==> src/rtl/ipt_pkg.sv <==
package ipt_pkg;
  typedef enum logic [1:0] {ST_IDLE, ST_WALK, ST_RESP} walk_st_e;
endpackage

==> src/rtl/ipt_hash.sv <==
module ipt_hash #(
  parameter int VPN_W = 8,
  parameter int IDX_W = 4
) (
  input  logic [VPN_W-1:0] vpn_i,
  output logic [IDX_W-1:0] idx_o
);
  localparam int HALF = VPN_W / 2;

  logic [HALF-1:0] fold;
  assign fold = vpn_i[VPN_W-1 -: HALF] ^ vpn_i[HALF-1:0];

  generate
    if (HALF >= IDX_W) begin : g_trunc
      assign idx_o = fold[IDX_W-1:0];
    end else begin : g_ext
      assign idx_o = {{(IDX_W-HALF){1'b0}}, fold};
    end
  endgenerate
endmodule

==> src/rtl/ipt_table.sv <==
module ipt_table #(
  parameter int VPN_W = 8,
  parameter int PID_W = 4,
  parameter int IDX_W = 4
) (
  input  logic             clk_i,
  input  logic             rst_ni,
  input  logic             wr_en_i,
  input  logic [IDX_W-1:0] wr_idx_i,
  input  logic             wr_vld_i,
  input  logic             wr_last_i,
  input  logic [VPN_W-1:0] wr_vpn_i,
  input  logic [PID_W-1:0] wr_pid_i,
  input  logic [IDX_W-1:0] wr_link_i,
  input  logic [IDX_W-1:0] rd_idx_i,
  output logic             rd_vld_o,
  output logic             rd_last_o,
  output logic [VPN_W-1:0] rd_vpn_o,
  output logic [PID_W-1:0] rd_pid_o,
  output logic [IDX_W-1:0] rd_link_o
);
  localparam int DEPTH = 1 << IDX_W;

  logic [DEPTH-1:0]            vld_q;
  logic [DEPTH-1:0]            last_q;
  logic [DEPTH-1:0][VPN_W-1:0] vpn_q;
  logic [DEPTH-1:0][PID_W-1:0] pid_q;
  logic [DEPTH-1:0][IDX_W-1:0] link_q;

  always_ff @(posedge clk_i or negedge rst_ni) begin
    if (!rst_ni) begin
      vld_q  <= '0;
      last_q <= '0;
      vpn_q  <= '0;
      pid_q  <= '0;
      link_q <= '0;
    end else if (wr_en_i) begin
      vld_q[wr_idx_i]  <= wr_vld_i;
      last_q[wr_idx_i] <= wr_last_i;
      vpn_q[wr_idx_i]  <= wr_vpn_i;
      pid_q[wr_idx_i]  <= wr_pid_i;
      link_q[wr_idx_i] <= wr_link_i;
    end
  end

  assign rd_vld_o  = vld_q[rd_idx_i];
  assign rd_last_o = last_q[rd_idx_i];
  assign rd_vpn_o  = vpn_q[rd_idx_i];
  assign rd_pid_o  = pid_q[rd_idx_i];
  assign rd_link_o = link_q[rd_idx_i];

  // a written entry holds the written fields on the next cycle
  p_write_lands_r9: assert property (@(posedge clk_i) disable iff (!rst_ni)
    wr_en_i |=> (vpn_q[$past(wr_idx_i)] == $past(wr_vpn_i)) &&
                (pid_q[$past(wr_idx_i)] == $past(wr_pid_i)) &&
                (vld_q[$past(wr_idx_i)] == $past(wr_vld_i)));
endmodule

==> src/rtl/ipt_walk.sv <==
module ipt_walk
  import ipt_pkg::*;
#(
  parameter int VPN_W = 8,
  parameter int PID_W = 4,
  parameter int IDX_W = 4,
  parameter int OFF_W = 4
) (
  input  logic             clk_i,
  input  logic             rst_ni,
  input  logic             req_valid_i,
  output logic             req_ready_o,
  input  logic [VPN_W-1:0] req_vpn_i,
  input  logic [PID_W-1:0] req_pid_i,
  input  logic [OFF_W-1:0] req_off_i,
  input  logic [IDX_W-1:0] head_idx_i,
  output logic [IDX_W-1:0] rd_idx_o,
  input  logic             ent_vld_i,
  input  logic             ent_last_i,
  input  logic [VPN_W-1:0] ent_vpn_i,
  input  logic [PID_W-1:0] ent_pid_i,
  input  logic [IDX_W-1:0] ent_link_i,
  output logic             rsp_valid_o,
  output logic             rsp_hit_o,
  output logic [IDX_W-1:0] rsp_frame_o,
  output logic [OFF_W-1:0] rsp_off_o
);
  localparam int DEPTH = 1 << IDX_W;
  localparam logic [IDX_W-1:0] LAST_CNT = IDX_W'(DEPTH - 1);

  walk_st_e         st_q;
  logic [IDX_W-1:0] cur_q, cnt_q, frame_q;
  logic [VPN_W-1:0] vpn_q;
  logic [PID_W-1:0] pid_q;
  logic [OFF_W-1:0] off_q;
  logic             hit_q;
  logic             match, stop;

  assign match = ent_vld_i && (ent_vpn_i == vpn_q) && (ent_pid_i == pid_q);
  // invalid entry, chain end or guard limit terminates the walk
  assign stop  = !ent_vld_i || ent_last_i || (cnt_q == LAST_CNT);

  always_ff @(posedge clk_i or negedge rst_ni) begin
    if (!rst_ni) begin
      st_q    <= ST_IDLE;
      cur_q   <= '0;
      cnt_q   <= '0;
      frame_q <= '0;
      vpn_q   <= '0;
      pid_q   <= '0;
      off_q   <= '0;
      hit_q   <= 1'b0;
    end else begin
      unique case (st_q)
        ST_IDLE: if (req_valid_i) begin
          st_q  <= ST_WALK;
          cur_q <= head_idx_i;
          cnt_q <= '0;
          vpn_q <= req_vpn_i;
          pid_q <= req_pid_i;
          off_q <= req_off_i;
        end
        ST_WALK: begin
          if (match || stop) begin
            hit_q   <= match;
            frame_q <= cur_q;
            st_q    <= ST_RESP;
          end else begin
            cur_q <= ent_link_i;
            cnt_q <= cnt_q + 1'b1;
          end
        end
        default: st_q <= ST_IDLE;
      endcase
    end
  end

  assign req_ready_o = (st_q == ST_IDLE);
  assign rsp_valid_o = (st_q == ST_RESP);
  assign rsp_hit_o   = hit_q;
  assign rsp_frame_o = frame_q;
  assign rsp_off_o   = off_q;
  assign rd_idx_o    = cur_q;

  p_start_hash_r2: assert property (@(posedge clk_i) disable iff (!rst_ni)
    (req_valid_i && req_ready_o) |=> (rd_idx_o == $past(head_idx_i)));

  p_hit_frame_r3: assert property (@(posedge clk_i) disable iff (!rst_ni)
    (st_q == ST_WALK && match) |=> rsp_valid_o && rsp_hit_o && (rsp_frame_o == $past(cur_q)));

  p_follow_link_r5: assert property (@(posedge clk_i) disable iff (!rst_ni)
    (st_q == ST_WALK && !match && !stop) |=> !rsp_valid_o && (rd_idx_o == $past(ent_link_i)));

  p_last_miss_r6: assert property (@(posedge clk_i) disable iff (!rst_ni)
    (st_q == ST_WALK && ent_last_i && !match) |=> rsp_valid_o && !rsp_hit_o);

  p_guard_r7: assert property (@(posedge clk_i) disable iff (!rst_ni)
    (st_q == ST_WALK && cnt_q == LAST_CNT) |=> rsp_valid_o);

  p_accept_busy_r8: assert property (@(posedge clk_i) disable iff (!rst_ni)
    (req_valid_i && req_ready_o) |=> !req_ready_o);

  p_single_rsp_r8: assert property (@(posedge clk_i) disable iff (!rst_ni)
    rsp_valid_o |=> !rsp_valid_o && req_ready_o);
endmodule

==> src/rtl/ipt_walker.sv <==
module ipt_walker #(
  parameter int VPN_W   = 8,
  parameter int PID_W   = 4,
  parameter int FRAME_W = 4,
  parameter int OFF_W   = 4
) (
  input  logic                     clk_i,
  input  logic                     rst_ni,
  input  logic                     req_valid_i,
  output logic                     req_ready_o,
  input  logic [VPN_W-1:0]         req_vpn_i,
  input  logic [PID_W-1:0]         req_pid_i,
  input  logic [OFF_W-1:0]         req_off_i,
  output logic                     rsp_valid_o,
  output logic                     rsp_hit_o,
  output logic [FRAME_W-1:0]       rsp_frame_o,
  output logic [FRAME_W+OFF_W-1:0] rsp_addr_o,
  input  logic                     wr_en_i,
  input  logic [FRAME_W-1:0]       wr_idx_i,
  input  logic                     wr_vld_i,
  input  logic                     wr_last_i,
  input  logic [VPN_W-1:0]         wr_vpn_i,
  input  logic [PID_W-1:0]         wr_pid_i,
  input  logic [FRAME_W-1:0]       wr_link_i
);
  logic [FRAME_W-1:0] head_idx, rd_idx, ent_link;
  logic               ent_vld, ent_last;
  logic [VPN_W-1:0]   ent_vpn;
  logic [PID_W-1:0]   ent_pid;
  logic [OFF_W-1:0]   rsp_off;

  ipt_hash #(.VPN_W(VPN_W), .IDX_W(FRAME_W)) u_hash (
    .vpn_i (req_vpn_i),
    .idx_o (head_idx)
  );

  ipt_table #(.VPN_W(VPN_W), .PID_W(PID_W), .IDX_W(FRAME_W)) u_table (
    .clk_i     (clk_i),
    .rst_ni    (rst_ni),
    .wr_en_i   (wr_en_i),
    .wr_idx_i  (wr_idx_i),
    .wr_vld_i  (wr_vld_i),
    .wr_last_i (wr_last_i),
    .wr_vpn_i  (wr_vpn_i),
    .wr_pid_i  (wr_pid_i),
    .wr_link_i (wr_link_i),
    .rd_idx_i  (rd_idx),
    .rd_vld_o  (ent_vld),
    .rd_last_o (ent_last),
    .rd_vpn_o  (ent_vpn),
    .rd_pid_o  (ent_pid),
    .rd_link_o (ent_link)
  );

  ipt_walk #(.VPN_W(VPN_W), .PID_W(PID_W), .IDX_W(FRAME_W), .OFF_W(OFF_W)) u_walk (
    .clk_i       (clk_i),
    .rst_ni      (rst_ni),
    .req_valid_i (req_valid_i),
    .req_ready_o (req_ready_o),
    .req_vpn_i   (req_vpn_i),
    .req_pid_i   (req_pid_i),
    .req_off_i   (req_off_i),
    .head_idx_i  (head_idx),
    .rd_idx_o    (rd_idx),
    .ent_vld_i   (ent_vld),
    .ent_last_i  (ent_last),
    .ent_vpn_i   (ent_vpn),
    .ent_pid_i   (ent_pid),
    .ent_link_i  (ent_link),
    .rsp_valid_o (rsp_valid_o),
    .rsp_hit_o   (rsp_hit_o),
    .rsp_frame_o (rsp_frame_o),
    .rsp_off_o   (rsp_off)
  );

  assign rsp_addr_o = {rsp_frame_o, rsp_off};

  p_addr_join_r4: assert property (@(posedge clk_i) disable iff (!rst_ni)
    (req_valid_i && req_ready_o) |=> ##[0:0] (rsp_addr_o[OFF_W-1:0] == $past(req_off_i)));
endmodule

==> config.mk <==
export PLATFORM = sky130hd
export DESIGN_NAME = ipt_walker
export DESIGN_NICKNAME = d
export VERILOG_FILES = /design/src/rtl/ipt_pkg.sv /design/src/rtl/ipt_hash.sv /design/src/rtl/ipt_table.sv /design/src/rtl/ipt_walk.sv /design/src/rtl/ipt_walker.sv
export SDC_FILE = /design/constraint.sdc
export NUM_CORES = 1
export LEC_CHECK = 0
export ABC_AREA = 1
export CAP_MARGIN = 0
export CORE_AREA = 2 2 200 143
export CTS_BUF_LIST = sky130_fd_sc_hd__clkbuf_16
export DETAILED_ROUTE_END_ITERATION = 6
export DIE_AREA = 0 0 202 145
export PLACE_DENSITY_LB_ADDON = 0.08
export SETUP_SLACK_MARGIN = 0.3
export SYNTH_ARGS = -nofsm -noshare
export SYNTH_HDL_FRONTEND = slang
export SYNTH_SLANG_ARGS = --single-unit
export TNS_END_PERCENT = 100
==> constraint.sdc <==
create_clock -name clk_i -period 1.95 [get_ports clk_i]
set_input_delay 0.39 -clock clk_i [delete_from_list [all_inputs] [get_ports clk_i]]
set_output_delay 0.39 -clock clk_i [all_outputs]
set_load 0.02 [all_outputs]
Word-level counts from Yosys, hierarchy flattened
Index checks and enable logic that the tools add are counted.
- register bits: 319
- input port bits: 42
- add/subtract/negate cells: 1
- magnitude comparators: 3
- eq/ne operators: 8
- muxes and demuxes: 30
- bitwise operators: 1
- reductions and logical operators: 13
- operators with widths (kind ; count):
    bitwise mux 128 bit ; 1
    bitwise mux 64 bit ; 2
    binary-select mux 4 bit (select 4 bit) ; 2
    binary-select mux 8 bit (select 4 bit) ; 1
    bitwise mux 16 bit ; 2
    demux 8 bit (select 4 bit) ; 1
    two-way mux 4 bit ; 7
    demux 4 bit (select 4 bit) ; 1
    two-way mux 8 bit ; 2
    one-hot mux 4 bit (2 select lines) ; 2
    < comparator 4 x 5 -> 1 bit, second input constant ; 2
    binary-select mux 1 bit (select 4 bit) ; 2
    equality test 8 bit ; 1
    AND reduction 2 bit ; 3
    adder 4 x 1 -> 4 bit, second input constant ; 1
    demux 1 bit (select 4 bit) ; 1
    equality test 4 bit ; 1
    equality test 4 bit, second input constant ; 1
    >= comparator 4 x 1 -> 1 bit, second input constant ; 1
    two-way mux 2 bit ; 2
    != test 2 bit, second input constant ; 2
    one-hot mux 2 bit (2 select lines) ; 1
    XOR 4 bit ; 1
    logical AND 1 bit ; 3
    9 further kinds ; 13

Logic depth before layout (Yosys ltp)
- word-level depth: 8
- depth in mapped cells: 20
- depth with buffers taken out: 17

By module
From an unflattened synthesis, not the netlist that was laid out.
- cell total of the unflattened synthesis: 2074
- area total of the unflattened synthesis: 15666.3 um2
- by module, submodules not included (module ; times used ; cells each ; area each (um2) ; sequential area each (um2)):
    ipt_table ; 1 ; 1851 ; 13993.4 ; 7206.9
    ipt_walk ; 1 ; 199 ; 1567.8 ; 775.7
    ipt_hash ; 1 ; 20 ; 75.1 ; 0.0
    ipt_walker ; 1 ; 4 ; 30.0 ; 0.0

Least setup slack after synthesis
OpenSTA, ideal clock, no wires.
- kind: register -> register
- start: reg u_walk.cur_q[0], in the netlist u_walk.rd_idx_o[0]
- end: reg u_walk.cur_q[0], in the netlist u_walk.rd_idx_o[0]
- setup time: 0.117 ns
- arrival time: 1.814 ns
- path slack: 0.020 ns
- stages on the path, launching flop included: 20
- clock period less this slack: 1.930 ns
- cells stage by stage: dfrtp_1 buf_6 inv_4 buf_6 buf_6 nor2_1 nor2_1 o21ai_0 nand3_1 nand3_1 nand2_1 nand2_1 nor2_1 nand2_1 nor2_1 nand2_2 nand3_4 nand2_4 nand2_1 nand2_1
- longest elaborated chain between the ends: 8
- RTL lines (what ; line ; RTL):
    from (decl) ; ipt_walk.sv:32 ; logic [IDX_W-1:0] cur_q, cnt_q, frame_q;
    from (signal assigned) ; ipt_walk.sv:57 ; cur_q <= head_idx_i;
    from (signal assigned) ; ipt_walk.sv:69 ; cur_q <= ent_link_i;
    binary-select mux 8 bit (select 4 bit) / binary-select mux 1 bit (select 4 bit) (equally long branches) ; ipt_table.sv:48, ipt_table.sv:46 ;
    two-way mux 8 bit (implied by the code) / two-way mux 1 bit (equally long branches) ; ipt_table.sv:48, ipt_table.sv:46 ;
    equality test 8 bit / logical NOT 1 bit (equally long branches) ; ipt_walk.sv:39, ipt_walk.sv:41 ;
    logical AND 1 bit / logical OR 1 bit (equally long branches) (2 in series) ; ipt_walk.sv:39, ipt_walk.sv:41 ;
    logical OR 1 bit ; ipt_walk.sv:64 ; if (match || stop) begin
    != test 2 bit (no source line) ; -- ;
    AND reduction 3 bit (no source line) ; -- ;
Several ways; a longest one is shown, not always the timed one. The select of a mux whose other input is x is not followed.
A chain may end at the register's enable or synchronous reset.

Final worst setup path
- start: reg u_walk.cur_q[0], in the netlist u_walk.rd_idx_o[0]
- end: reg u_walk.cnt_q[3]
- longest elaborated chain between the ends: 8
- RTL lines (what ; line ; RTL):
    binary-select mux 8 bit (select 4 bit) / binary-select mux 1 bit (select 4 bit) (equally long branches) ; ipt_table.sv:48, ipt_table.sv:46 ;
    two-way mux 8 bit (implied by the code) / two-way mux 1 bit (equally long branches) ; ipt_table.sv:48, ipt_table.sv:46 ;
    equality test 8 bit / logical NOT 1 bit (equally long branches) ; ipt_walk.sv:39, ipt_walk.sv:41 ;
    logical AND 1 bit / logical OR 1 bit (equally long branches) (2 in series) ; ipt_walk.sv:39, ipt_walk.sv:41 ;
    logical OR 1 bit * ; ipt_walk.sv:64 ;
    != test 2 bit (no source line) * ; -- ;
    AND reduction 3 bit (no source line) * ; -- ;
    to (signal assigned) ; ipt_walk.sv:70 ; cnt_q <= cnt_q + 1'b1;
    to (decl) ; ipt_walk.sv:32 ;
Every way passes the cells marked *; elsewhere a longest branch is shown, timed or not. The select of a mux whose other input is x is not followed.

==> results_dict.tcl <==
set metrics [dict create \
    htree_levels 2 \
    fin_crit_sh 1.26 \
    area_growth_pct 22.1 \
    clock-sinks 319 \
    antenna_left 0 \
    crit_path_end_kind "flop" \
    drive_gt1_frac 0.122 \
    r2r_slack_ps -510 \
    yosys_warnings 0 \
    fp.dieW_um 202 \
    synth_common_cells "nand2_1 (567), o21ai_0 (357), dfrtp_1 (319)" \
    hold_viol_final 0 \
    synth_enable_flop_cells 0 \
    viasPerCell 5.72 \
    die_area_um2 29300 \
    hpwlAfterDp_um 27800 \
    synthFlopType "dfrtp_1" \
    totalWireLength_um 46900 \
    cts_made_buffers 34 \
    multi_input_area_um2 5960 \
    rsz0062_at_grt "true" \
    violations "negative setup slack" \
    async_reset_ff_frac 1.00 \
    synth_fp_nets 1911 \
    crit_path_start_kind "flop" \
    status "finished, violations left" \
    cp_max_fo 7 \
    clk_latency_ps 530 \
    regToRegStartpoint "u_walk.rd_idx_o[0]" \
    grt_pass1_vias 12469 \
    vdd_ir_drop_max_mv 0.749 \
    yosysMostFrequentCell "nand2_1" \
    ioPinCount 57 \
    r2r_cells 16 \
    dieHeight_um 145 \
    power_density_nw_per_um2 1480 \
    p_leak_nw 8.77 \
    cts.reportedPaths.clkPinSlew_ps 60 \
    grt-ovfl-total 0 \
    ys_seq_area_frac 0.537 \
    grt_pass1_wl_um 71800 \
    syn-mean-instance-area_um2 7.96 \
    synth_top_area_cell "dfrtp_1" \
    max-cap-violations 0 \
    clock_tree.root_cell "clkbuf_16" \
    setup_viol 15 \
    crit_type "reg -> reg" \
    io_buffers 56 \
    place.gp.congestion 0.821 \
    worst_slack_ps -506 \
    grt_start_max_net_pins 67 \
    initial_core_util 0.543 \
    setup.worst_path.end "u_walk.cnt_q[3]" \
    r2r-end "u_walk.cnt_q[3]" \
    via_count 13354 \
    ys_types 31 \
    slew_viol_final 0 \
    rows 51 \
    drcViolationCount 0 \
    regArea_um2 7990 \
    antenna_found_initial 0 \
    syn_inst 1868 \
    synth_area_um2 14900 \
    fin_skew_ps 22.1 \
    required_ps 2370 \
    pre_cts_ws_ps -421 \
    diodes 0 \
    track_usage 0.314 \
    netlist.area_leader.share 0.537 \
    worst_pin_slew_ps 512 \
    cp-startpoint "u_walk.rd_idx_o[0]" \
    relSlewSlack 0.658 \
    synth.area.top_cells "dfrtp_1 (54%), nand2_1 (14%), o21ai_0 (12%)" \
    drt_first_iter_violations 1502 \
    totalPowerFinal_w 0.0269 \
    min_period_ps 2460 \
    fillers 2260 \
    detailedRoute.firstPassIterationCount 6 \
    cp.arrival_ps 2880 \
    synth_seq_cells 319 \
    nets 1984 \
    core_um2 27400 \
    clk_path_buf_depth 3 \
    cts_tree "done" \
    fmax_mhz 407 \
    wire_per_inst_um 20.1 \
    holdCritPathClass "in -> async" \
]
## metal layers
| metal | wire length (µm) | global-route usage | vias up |
|---|---|---|---|
| li1 | - | - | 6187 |
| met1 | 21500 | 0.490 | 6375 |
| met2 | 19700 | 0.447 | 708 |
| met3 | 4730 | 0.0582 | 84 |
| met4 | 1050 | 0.0820 | 0 |
| met5 | 0 | 0 | - |
## registers in the layout (all words and copies together), names as in the netlist
name,count
u_walk.st_q,2
u_walk.rd_idx_o,4
u_table.last_q,16
u_table.vpn_q,128
u_walk.rsp_frame_o,4
u_table.vld_q,16
u_walk.pid_q,4
u_walk.rsp_off_o,4
u_table.pid_q,64
u_walk.vpn_q,8
u_walk.cnt_q,4
u_walk.rsp_hit_o,1
u_table.link_q,64
## metrics by stage
step	instance area, µm²	hold WS, ps	TNS [ps]	std cells	util
after floorplan	14900	94.4	0	1868	-
after global placement	16300	283	-5880	2251	0.597
after detailed placement	16300	282	-6100	2251	0.597
after CTS	17500	343	-5810	2312	0.638
after global routing	18200	358	-8470	2335	0.663
final	18200	337	-6710	2335	0.663
## critical path, cell delays in order (launching register included)
cell and delay (ps):
dfrtp_4 510, buf_12 170, buf_12 130, clkbuf_16 150, o211ai_1 250, o211ai_1 130
nand3_1 130, nand2_2 60, nand2_1 60, nand2_1 70, nand2_2 80, nor2_2 40
nand2_2 130, nand3_4 150, buf_6 170, nand3_1 60, nand2_1 50
## cell type report
cell class / instances / share of cell area
clock buffers: 37 / 0.0510
repair buffers: 167 / 0.115
flip-flops and latches: 319 / 0.440
clock inverters: 22 / 0.00744
repair inverters: 1 / 0.000896
multi-input cells: 1273 / 0.329
inverters: 145 / 0.0314
well taps: 371 / 0.0256
## placed cells by master, fill, tap and decap left out, types with 2 or more instances in the layout
cell	Yosys	final
clkinvlp_4	0	3
mux2_2	6	6
nor4_4	0	2
inv_2	1	3
buf_6	10	9
clkinv_2	0	6
o22ai_1	8	8
buf_16	0	5
a21oi_1	27	27
o21ai_0	357	350
dfrtp_1	319	316
nand2_2	2	9
nand2_4	2	3
nand3_2	0	29
o211ai_1	14	14
clkbuf_16	0	48
buf_4	9	55
nor2_2	1	2
o21ai_2	0	2
clkinv_1	2	10
clkdlybuf4s15_2	0	2
nor2_4	0	4
clkdlybuf4s50_1	0	40
nand3_1	144	114
inv_1	141	142
nand2_1	567	559
a31oi_1	4	4
nor3_1	2	2
nand3_4	1	2
buf_12	0	32
o21ai_1	15	20
clkbuf_2	0	7
nor2_1	106	101
dlygate4sd2_1	0	4
or2_1	2	2
dfrtp_2	0	2
o221ai_1	8	8
nand3b_1	2	2
## where the power goes
group | leakage, nW | internal, W | switching (W)
logic | 4.24 | 0.00468 | 0.00684
registers | 4.01 | 0.00815 | 0.000977
clock network | 0.529 | 0.00356 | 0.00269
## worst min path at each step
| stage | startpoint | to | slack [ps] | depth (start not counted) |
|---|---|---|---|---|
| after global placement | rst_ni | u_table.vpn_q[1] | 280 | 1 |
| after CTS | rst_ni | u_table.vpn_q[1] | 340 | 2 |
| final | rst_ni | u_table.vpn_q[1] | 340 | 2 |
| after floorplan | rst_ni | u_table.last_q[0] | 90 | 0 |
| after detailed placement | rst_ni | u_table.vpn_q[1] | 280 | 1 |
| after global routing | rst_ni | u_table.vpn_q[1] | 360 | 2 |
## timing repair
| item | in CTS | in global routing |
|---|---|---|
| cloned | 1 | 16 |
| endpoints found under the hold margin | 23 | 0 |
| pin swaps | 3 | 24 |
| hold buffers | 1 | 0 |
| endpoints found under the setup margin | 30 | 23 |
| buffers inserted | 0 | 7 |
| gates resized for setup | 44 | 87 |
## cells by family (layout without fill, tap and decap cells)
family,Yosys count,count (layout),synth area share
compound gates,433,433,0.151
fa+ha+maj,1,1,0.000842
buf+inv,277,372,0.0793
flops,319,319,0.537
mux,6,6,0.00455
simple gates,832,833,0.227
Power figures use the tool's default switching activity.
